$ cat src/rtl/kdh_pkg.sv
package kdh_pkg;
  localparam int WORD_W  = 32;
  localparam int NROUNDS = 64;
  localparam int WIN     = 16;
  localparam int RND_W   = $clog2(NROUNDS);

  typedef logic [WORD_W-1:0] word_t;

  typedef struct packed {
    word_t a, b, c, d, e, f, g, h;
  } hstate_t;

  localparam hstate_t H_INIT = '{
    a: 32'h6a09e667, b: 32'hbb67ae85, c: 32'h3c6ef372, d: 32'ha54ff53a,
    e: 32'h510e527f, f: 32'h9b05688c, g: 32'h1f83d9ab, h: 32'h5be0cd19};

  localparam word_t PAD_MARK = 32'h8000_0000;
  localparam word_t PAD_LEN  = word_t'(WORD_W);

  function automatic word_t rotr(input word_t x, input int unsigned n);
    return (x >> n) | (x << (WORD_W - n));
  endfunction

  function automatic word_t sig_lo0(input word_t x);
    return rotr(x, 7) ^ rotr(x, 18) ^ (x >> 3);
  endfunction

  function automatic word_t sig_lo1(input word_t x);
    return rotr(x, 17) ^ rotr(x, 19) ^ (x >> 10);
  endfunction

  function automatic word_t sig_up0(input word_t x);
    return rotr(x, 2) ^ rotr(x, 13) ^ rotr(x, 22);
  endfunction

  function automatic word_t sig_up1(input word_t x);
    return rotr(x, 6) ^ rotr(x, 11) ^ rotr(x, 25);
  endfunction

  function automatic hstate_t fold_in(input hstate_t x, input hstate_t y);
    hstate_t r;
    r.a = x.a + y.a; r.b = x.b + y.b; r.c = x.c + y.c; r.d = x.d + y.d;
    r.e = x.e + y.e; r.f = x.f + y.f; r.g = x.g + y.g; r.h = x.h + y.h;
    return r;
  endfunction

  function automatic word_t round_k(input logic [RND_W-1:0] i);
    case (i)
      6'd0:  return 32'h428a2f98; 6'd1:  return 32'h71374491;
      6'd2:  return 32'hb5c0fbcf; 6'd3:  return 32'he9b5dba5;
      6'd4:  return 32'h3956c25b; 6'd5:  return 32'h59f111f1;
      6'd6:  return 32'h923f82a4; 6'd7:  return 32'hab1c5ed5;
      6'd8:  return 32'hd807aa98; 6'd9:  return 32'h12835b01;
      6'd10: return 32'h243185be; 6'd11: return 32'h550c7dc3;
      6'd12: return 32'h72be5d74; 6'd13: return 32'h80deb1fe;
      6'd14: return 32'h9bdc06a7; 6'd15: return 32'hc19bf174;
      6'd16: return 32'he49b69c1; 6'd17: return 32'hefbe4786;
      6'd18: return 32'h0fc19dc6; 6'd19: return 32'h240ca1cc;
      6'd20: return 32'h2de92c6f; 6'd21: return 32'h4a7484aa;
      6'd22: return 32'h5cb0a9dc; 6'd23: return 32'h76f988da;
      6'd24: return 32'h983e5152; 6'd25: return 32'ha831c66d;
      6'd26: return 32'hb00327c8; 6'd27: return 32'hbf597fc7;
      6'd28: return 32'hc6e00bf3; 6'd29: return 32'hd5a79147;
      6'd30: return 32'h06ca6351; 6'd31: return 32'h14292967;
      6'd32: return 32'h27b70a85; 6'd33: return 32'h2e1b2138;
      6'd34: return 32'h4d2c6dfc; 6'd35: return 32'h53380d13;
      6'd36: return 32'h650a7354; 6'd37: return 32'h766a0abb;
      6'd38: return 32'h81c2c92e; 6'd39: return 32'h92722c85;
      6'd40: return 32'ha2bfe8a1; 6'd41: return 32'ha81a664b;
      6'd42: return 32'hc24b8b70; 6'd43: return 32'hc76c51a3;
      6'd44: return 32'hd192e819; 6'd45: return 32'hd6990624;
      6'd46: return 32'hf40e3585; 6'd47: return 32'h106aa070;
      6'd48: return 32'h19a4c116; 6'd49: return 32'h1e376c08;
      6'd50: return 32'h2748774c; 6'd51: return 32'h34b0bcb5;
      6'd52: return 32'h391c0cb3; 6'd53: return 32'h4ed8aa4a;
      6'd54: return 32'h5b9cca4f; 6'd55: return 32'h682e6ff3;
      6'd56: return 32'h748f82ee; 6'd57: return 32'h78a5636f;
      6'd58: return 32'h84c87814; 6'd59: return 32'h8cc70208;
      6'd60: return 32'h90befffa; 6'd61: return 32'ha4506ceb;
      6'd62: return 32'hbef9a3f7; default: return 32'hc67178f2;
    endcase
  endfunction
endpackage

$ cat src/rtl/kdh_sched.sv
module kdh_sched
  import kdh_pkg::*;
(
  input  logic  clk,
  input  logic  rst_n,
  input  logic  load,
  input  logic  step,
  input  word_t key,
  output word_t w_cur
);
  word_t win [WIN];
  word_t w_new;

  assign w_cur = win[0];
  assign w_new = sig_lo1(win[WIN-2]) + win[WIN-7] + sig_lo0(win[1]) + win[0];

  always_ff @(posedge clk or negedge rst_n) begin
    if (!rst_n) begin
      for (int i = 0; i < WIN; i++) win[i] <= '0;
    end else if (load) begin
      for (int i = 0; i < WIN; i++) begin
        if (i == 0)            win[i] <= key;
        else if (i == 1)       win[i] <= PAD_MARK;
        else if (i == WIN - 1) win[i] <= PAD_LEN;
        else                   win[i] <= '0;
      end
    end else if (step) begin
      for (int i = 0; i < WIN - 1; i++) win[i] <= win[i+1];
      win[WIN-1] <= w_new;
    end
  end
endmodule

$ cat src/rtl/kdh_round.sv
module kdh_round
  import kdh_pkg::*;
(
  input  hstate_t st_in,
  input  word_t   w,
  input  word_t   k,
  output hstate_t st_out
);
  word_t t1, t2, ch, mj;

  always_comb begin
    ch = (st_in.e & st_in.f) ^ (~st_in.e & st_in.g);
    mj = (st_in.a & st_in.b) ^ (st_in.a & st_in.c) ^ (st_in.b & st_in.c);
    t1 = st_in.h + sig_up1(st_in.e) + ch + k + w;
    t2 = sig_up0(st_in.a) + mj;
    st_out.a = t1 + t2;
    st_out.b = st_in.a;
    st_out.c = st_in.b;
    st_out.d = st_in.c;
    st_out.e = st_in.d + t1;
    st_out.f = st_in.e;
    st_out.g = st_in.f;
    st_out.h = st_in.g;
  end
endmodule

$ cat src/rtl/kdh_ctrl.sv
module kdh_ctrl
  import kdh_pkg::*;
(
  input  logic             clk,
  input  logic             rst_n,
  input  logic             in_valid,
  output logic             accept,
  output logic             busy,
  output logic             last,
  output logic [RND_W-1:0] rnd
);
  localparam logic [RND_W-1:0] RND_END = RND_W'(NROUNDS - 1);

  assign accept = in_valid && !busy;
  assign last   = busy && (rnd == RND_END);

  always_ff @(posedge clk or negedge rst_n) begin
    if (!rst_n) begin
      busy <= 1'b0;
      rnd  <= '0;
    end else if (accept) begin
      busy <= 1'b1;
      rnd  <= '0;
    end else if (busy) begin
      if (last) busy <= 1'b0;
      else      rnd  <= rnd + 1'b1;
    end
  end
endmodule

$ cat src/rtl/kdh_hash_core.sv
module kdh_hash_core
  import kdh_pkg::*;
#(
  parameter int DKEY_W = 128
) (
  input  logic                clk,
  input  logic                rst_n,
  input  logic                in_valid,
  output logic                in_ready,
  input  logic [31:0]         in_key,
  output logic                done,
  output logic [255:0]        digest,
  output logic [DKEY_W-1:0]   dkey
);
  localparam int DIG_W = $bits(hstate_t);

  logic             accept, busy, last;
  logic [RND_W-1:0] rnd;
  word_t            w_cur;
  hstate_t          st, st_nx;

  kdh_ctrl u_ctrl (
    .clk(clk), .rst_n(rst_n), .in_valid(in_valid),
    .accept(accept), .busy(busy), .last(last), .rnd(rnd)
  );

  kdh_sched u_sched (
    .clk(clk), .rst_n(rst_n), .load(accept), .step(busy),
    .key(in_key), .w_cur(w_cur)
  );

  kdh_round u_round (
    .st_in(st), .w(w_cur), .k(round_k(rnd)), .st_out(st_nx)
  );

  assign in_ready = !busy;
  assign dkey     = digest[DIG_W-1 -: DKEY_W];

  always_ff @(posedge clk or negedge rst_n) begin
    if (!rst_n) begin
      st     <= '0;
      digest <= '0;
      done   <= 1'b0;
    end else begin
      done <= 1'b0;
      if (accept)    st <= H_INIT;
      else if (busy) st <= st_nx;
      if (last) begin
        digest <= fold_in(H_INIT, st_nx);
        done   <= 1'b1;
      end
    end
  end
endmodule

$ cat config.mk
export PLATFORM = sky130hd
export DESIGN_NAME = kdh_hash_core
export DESIGN_NICKNAME = d
export VERILOG_FILES = /design/src/rtl/kdh_pkg.sv /design/src/rtl/kdh_sched.sv /design/src/rtl/kdh_round.sv /design/src/rtl/kdh_ctrl.sv /design/src/rtl/kdh_hash_core.sv
export SDC_FILE = /design/constraint.sdc
export NUM_CORES = 2
export LEC_CHECK = 0
export ABC_CLOCK_PERIOD_IN_PS = 18500
export BUFFER_PORTS_ARGS = -buffer_cell sky130_fd_sc_hd__buf_2
export CORE_ASPECT_RATIO = 1.25
export CORE_MARGIN = 2
export CORE_UTILIZATION = 35
export DETAILED_ROUTE_END_ITERATION = 7
export PLACE_DENSITY = 0.56
export SYNTH_ARGS = -nofsm -noshare
export SYNTH_HDL_FRONTEND = slang
export SYNTH_HIERARCHICAL = 1
export SYNTH_SLANG_ARGS = --single-unit
$ cat constraint.sdc
create_clock -name clk -period 18.5 [get_ports clk]
set_clock_uncertainty 0.15 [all_clocks]
set_input_delay 0.925 -clock clk [delete_from_list [all_inputs] [get_ports clk]]
set_output_delay 0.925 -clock clk [all_outputs]
set_load 0.02 [all_outputs]
[Word-level counts from Yosys, hierarchy flattened]
Memory sizes are Yosys's and may differ from the RTL's.
Index checks and enable logic that the tools add are counted.
Storage, ports and cells
  bits in registers: 1032
  latch bits: 0
  memory bits (writable): 0
  bits in read-only memories: 2048
  input bits: 35
  word-level logic and storage cells: 93
  memories: 1
Cells by class
  add/subtract/negate cells: 19
  $mul: 0
  divide/modulo/power cells: 0
  magnitude comparators: 0
  equal/unequal tests: 2
  shift operators: 0
  muxes and demuxes: 11
  bitwise gates (word level): 27
  reduce and logical (&&, ||, !) cells: 5
Memory list
  (no name shown): words 64, bits a word 32, rd ports 1, clocked after memory_dff 0, write ports 0, line kdh_pkg.sv:48  | case (i)
Operators by type and width (number)
  512-bit two-way mux: 2
  256-bit two-way mux: 2
  32-bit adder: 10
  32-bit bitwise XOR: 9
  32-bit bitwise AND: 5
  31-bit by 32-bit adder with 32-bit output (first input constant): 3
  32-bit adder (first input constant): 3
  29-bit by 32-bit adder with 32-bit output (first input constant): 1
  30-bit by 32-bit adder with 32-bit output (first input constant): 1
  32-bit inverter: 1
  10-bit by 32-bit bitwise OR with 32-bit output: 1
  13-bit by 32-bit bitwise OR with 32-bit output: 1
  14-bit by 32-bit bitwise OR with 32-bit output: 1
  15-bit by 32-bit bitwise OR with 32-bit output: 1
  19-bit by 32-bit bitwise OR with 32-bit output: 1
  21-bit by 32-bit bitwise OR with 32-bit output: 1
  25-bit by 32-bit bitwise OR with 32-bit output: 1
  26-bit by 32-bit bitwise OR with 32-bit output: 1
  30-bit by 32-bit bitwise OR with 32-bit output: 1
  7-bit by 32-bit bitwise OR with 32-bit output: 1
  32-bit by 22-bit bitwise XOR with 32-bit output: 1
  32-bit by 29-bit bitwise XOR with 32-bit output: 1
  6-bit two-way mux: 3
  6-bit by 1-bit adder with 6-bit output (second input constant): 1
  7 further kinds: 11

[Depth between registers and ports, before layout]
  word-level depth: 10
  mapped depth: 44
  depth with buffers taken out: 42

[Hierarchy]
The synthesis kept the hierarchy.
By module, submodules not included
  kdh_hash_core: times used 1, cells each 3038, area an instance 28780.1 µm²
  kdh_sched: times used 1, cells each 2288, area an instance 25206.7 µm²
  kdh_round: times used 1, cells each 1379, area an instance 11108.2 µm²
  kdh_ctrl: times used 1, cells each 35, area an instance 372.9 µm²

[Worst setup path after synthesis]
OpenSTA, ideal clock, no wires.
  kind: reg-to-reg
  start: register u_ctrl.rnd[1]
  end: register digest[252]
  setup time: 125 ps
  arrival time: 9289 ps
  required time: 18225 ps
  path slack: 8937 ps
  cell stages (with the launch flop): 41
  buffers on the path: 2
  cells stage by stage: dfrtp_1 > clkbuf_1 > inv_1 > ha_1 > clkbuf_1 > nand2_1 > nand2_1 > a211o_1 > mux4_2 > fa_1 > inv_1 > fa_1 > inv_1 > fa_1 > ha_1 > fa_1 > a211oi_1 > o211ai_1 > [... 5 more ...] > xnor2_1 > inv_1 > fa_1 > inv_1 > ha_1 > inv_1 > nor4_1 > o211ai_1 > a21oi_1 > nor2_1 > o21bai_1 > mux2i_1 > a2111oi_0 > nor2_1 > a2bb2oi_1 > a31oi_1 > xnor2_1 > mux2_2
RTL lines
  from (decl): line kdh_ctrl.sv:10  | output logic [RND_W-1:0] rnd
  from (signal assigned): line kdh_ctrl.sv:26  | else rnd <= rnd + 1'b1;
  to (signal assigned): line kdh_hash_core.sv:49  | digest <= fold_in(H_INIT, st_nx);
  to (decl): line kdh_hash_core.sv:12  | output logic [255:0] digest,

==> flow_metrics.env <==
export IMPL_hold_path_class="primary input to async pin"
export IMPL_worst_pin_slew_ps=1180
export IMPL_ys_ff_latch=1032
export IMPL_synthArstFlopShare_pct=100
export IMPL_worst_setup_path_end_kind="flop"
export IMPL_final_util_pct=38.4
export IMPL_synth_edff_count=0
export IMPL_cp_start_kind="flop"
export IMPL_crit_cells=41
export IMPL_areaGrowthSynthToFinish_pct=9.09
export IMPL_status="complete, no violations"
export IMPL_path_clk_slew_ps=60
export IMPL_crit_required_ps=19010
export IMPL_cpLargestDelayFamily="compound AO/OA/AOI/OAI gates"
export IMPL_cts_resized=0
export IMPL_fp_dieW_um=391
export IMPL_io_pins=421
export IMPL_avgSynthCellArea_um2=9.71
export IMPL_drt_pass1_iterations=8
export IMPL_startpoint="u_ctrl/rnd[1]"
export IMPL_slew_headroom_pct=21.3
export IMPL_fmax_mhz=87.4
export IMPL_post_route_period_util_pct=61.9
export IMPL_synth_top_cell_area_share_pct=39.4
export IMPL_grt_setup_unrepaired="no"
export IMPL_cts_buffers=112
export IMPL_antenna_found_initial=12
export IMPL_final_area_mm2=0.0714
export IMPL_finalWeightedCongestion=0.983
export IMPL_die_area_mm2=0.191
export IMPL_start_util_pct=35.2
export IMPL_maxCapViolCount=0
export IMPL_grt_first_pass_wirelength_mm=336
export IMPL_r2r_end="digest[252]"
export IMPL_ff2ff_path_depth=41
export IMPL_arrival_ps=11950
export IMPL_post_cts_setup_buffer_count=0
export IMPL_cts_tree="done"
export IMPL_crit_path_top_delay_cell="a2111oi_1"
export IMPL_ff2ff_setup_slack_ps=7050
export IMPL_ant_nets=0
export IMPL_grt_pass1_vias=48200
export IMPL_clock_sinks=1032
export IMPL_cts_max_path_buffers=3
export IMPL_post_drt_wl_per_cell_um=25.2
export IMPL_cts_hold_buf=0
export IMPL_layout_drive_gt1_share_pct=13.9
export IMPL_dpl_hpwl_mm=174
export IMPL_placed_area_mm2=0.0673
export IMPL_worstReg2RegStart="u_ctrl/rnd[1]"
export IMPL_yosys_warnings=6
export IMPL_insertion_delay_ps=800
export IMPL_post_route_drc_count=0
export IMPL_wl_mm=231
export IMPL_worstSetupPathType="flop to flop"
export IMPL_io_buffers=420
export IMPL_core_area_mm2=0.186
export IMPL_synth_cells=6740
export IMPL_drv_slew=0
export IMPL_grt_usage_pct=23.8
export IMPL_drt_iter0_drc=3935
export IMPL_path_buf_inv=7
export IMPL_num_rows=177
export IMPL_nNetsFinal=7020
export IMPL_yosysSeqAreaShare_pct=39.4
export IMPL_slowest_delay_ps=1030
export IMPL_grt_max_degree=199
export IMPL_synth_cell_types=104
export IMPL_setup_violations=0
export IMPL_synth_main_ff_cell="dfrtp_1"
export IMPL_nFillCells=18600
export IMPL_critPathMostFrequentCell="inv_1"
export IMPL_syn_nets=7111
export IMPL_yosysTopAreaCell="dfrtp_1"
export IMPL_grt_overflow_total=0
export IMPL_viasPerCell=5.31
export IMPL_syn_area_mm2=0.0655
export IMPL_ys_top_cells_by_area="dfrtp_1 (39%), mux2i_1 (9.3%), fa_1 (5.7%), nor2_1 (5.3%), xnor2_1 (4.7%)"
export IMPL_worst_path_max_fanout=28
export IMPL_dr_total_vias=48700
export IMPL_fp_dieH_um=488
export IMPL_final_hold_violation_count=0
export IMPL_htree_levels=3
export IMPL_ctsRootBufferMaster="clkbuf_16"
export IMPL_finalCriticalPeriod_ps=11450
export IMPL_tns_ps=0
[cell families (layout without fill, tap and decap cells)]
| logic type | Yosys count | after routing | share of synthesized area, % |
|---|---|---|---|
| fa+ha+maj | 339 | 339 | 8.61 |
| mux | 752 | 752 | 11.9 |
| compound gates | 1190 | 1190 | 12.1 |
| simple gates | 1706 | 1706 | 11.7 |
| other cells | 0 | 9 | 0 |
| flops | 1032 | 1032 | 39.4 |
| buf+inv | 1163 | 1168 | 8.79 |
| xor+xnor | 558 | 558 | 7.47 |
[metal layers]
metal	track usage [%]	wire length, µm	up-vias
met5	0	13	-
met4	11.6	12600	2
met3	3.19	11900	423
met2	40.4	111000	1614
met1	29.8	95200	24400
li1	-	-	22300
[worst max-delay path by stage]
stage / to / slack, ps
floorplan: digest[252] / 8940
global placement: digest[252] / 7280
detailed placement: digest[252] / 7190
CTS: digest[252] / 7120
global route: digest[252] / 6320
finish: digest[252] / 7050
[placed cells by master, fill, tap and decap left out, types with 36 or more instances in the layout]
cell type  instances
a211o_1          151
a211oi_1          49
a21o_1            91
a21oi_1          308
a31oi_1           63
and2_1           134
buf_2            419
buf_4            100
clkbuf_16        112
dfrtp_1         1028
fa_1             187
ha_1             149
inv_1            429
mux2_2           133
mux2i_1          611
nand2_1          288
nand3_1           74
nor2_1           916
nor3_1            71
o211ai_1          36
o21ai_0          240
xnor2_1          348
xor2_1           210
[registers in the layout (all words and copies together), names as in the netlist]
| signal | cells |
|---|---|
| u_sched/win | 480 |
| digest | 256 |
| st | 256 |
| u_sched/w_cur | 32 |
| u_ctrl/rnd | 6 |
| done | 1 |
| u_ctrl/busy | 1 |
[stage by stage]
| step | setup WS (ps) | hold slack, ps | instances |
|---|---|---|---|
| 6_report | 7050 | 30.4 | 9170 |
| 4_1_cts | 7120 | 12.3 | 9161 |
| 3_5_place_dp | 7190 | 322 | 8951 |
| 3_3_place_gp | 7280 | 317 | 8951 |
| 5_1_grt | 6320 | 70.3 | 9161 |
| 2_1_floorplan | 8940 | 293 | 6740 |
[layout make-up]
class | count | area [µm²] | area share [%]
clock buffers | 152 | 3220 | 4.51
multi-input cells | 4545 | 33900 | 47.5
flip-flops and latches | 1032 | 25800 | 36.2
inverters | 435 | 1640 | 2.29
clock inverters | 58 | 850 | 1.19
well taps | 2416 | 3020 | 4.23
repair buffers | 523 | 2920 | 4.09
diodes | 9 | 22.5 | 0.0315
[synthesized netlist by cell type (8+ instances only)]
master    count
a221o_1       8
nor3b_1      13
o211ai_1     36
fa_1        187
o311ai_0     11
o21ai_1      17
mux2_2      133
nand3b_1      8
a21oi_1     308
ha_1        149
buf_4       352
a211o_1     151
a31oi_1      63
and2_1      134
a311oi_1     11
nor2b_1      36
xor2_1      210
buf_1        31
mux2i_1     611
a21boi_0     11
o22ai_1      11
and3_1       20
o31ai_1      21
o21a_1       26
a211oi_1     49
inv_1       429
dfrtp_1    1032
o21ai_0     240
nand2b_1     25
nand3_1      74
buf_2        48
nand2_1     288
or3_1        24
or2_2        17
a21o_1       91
clkbuf_1    294
nor2_1      918
a31o_2       12
nand4_1      22
nor3_1       71
xnor2_1     348
nor4_1       18
o21bai_1     27
mux4_2        8
Power is not shown: default switching activity piles up to over one toggle a cycle in this logic, so the estimate is an artifact.
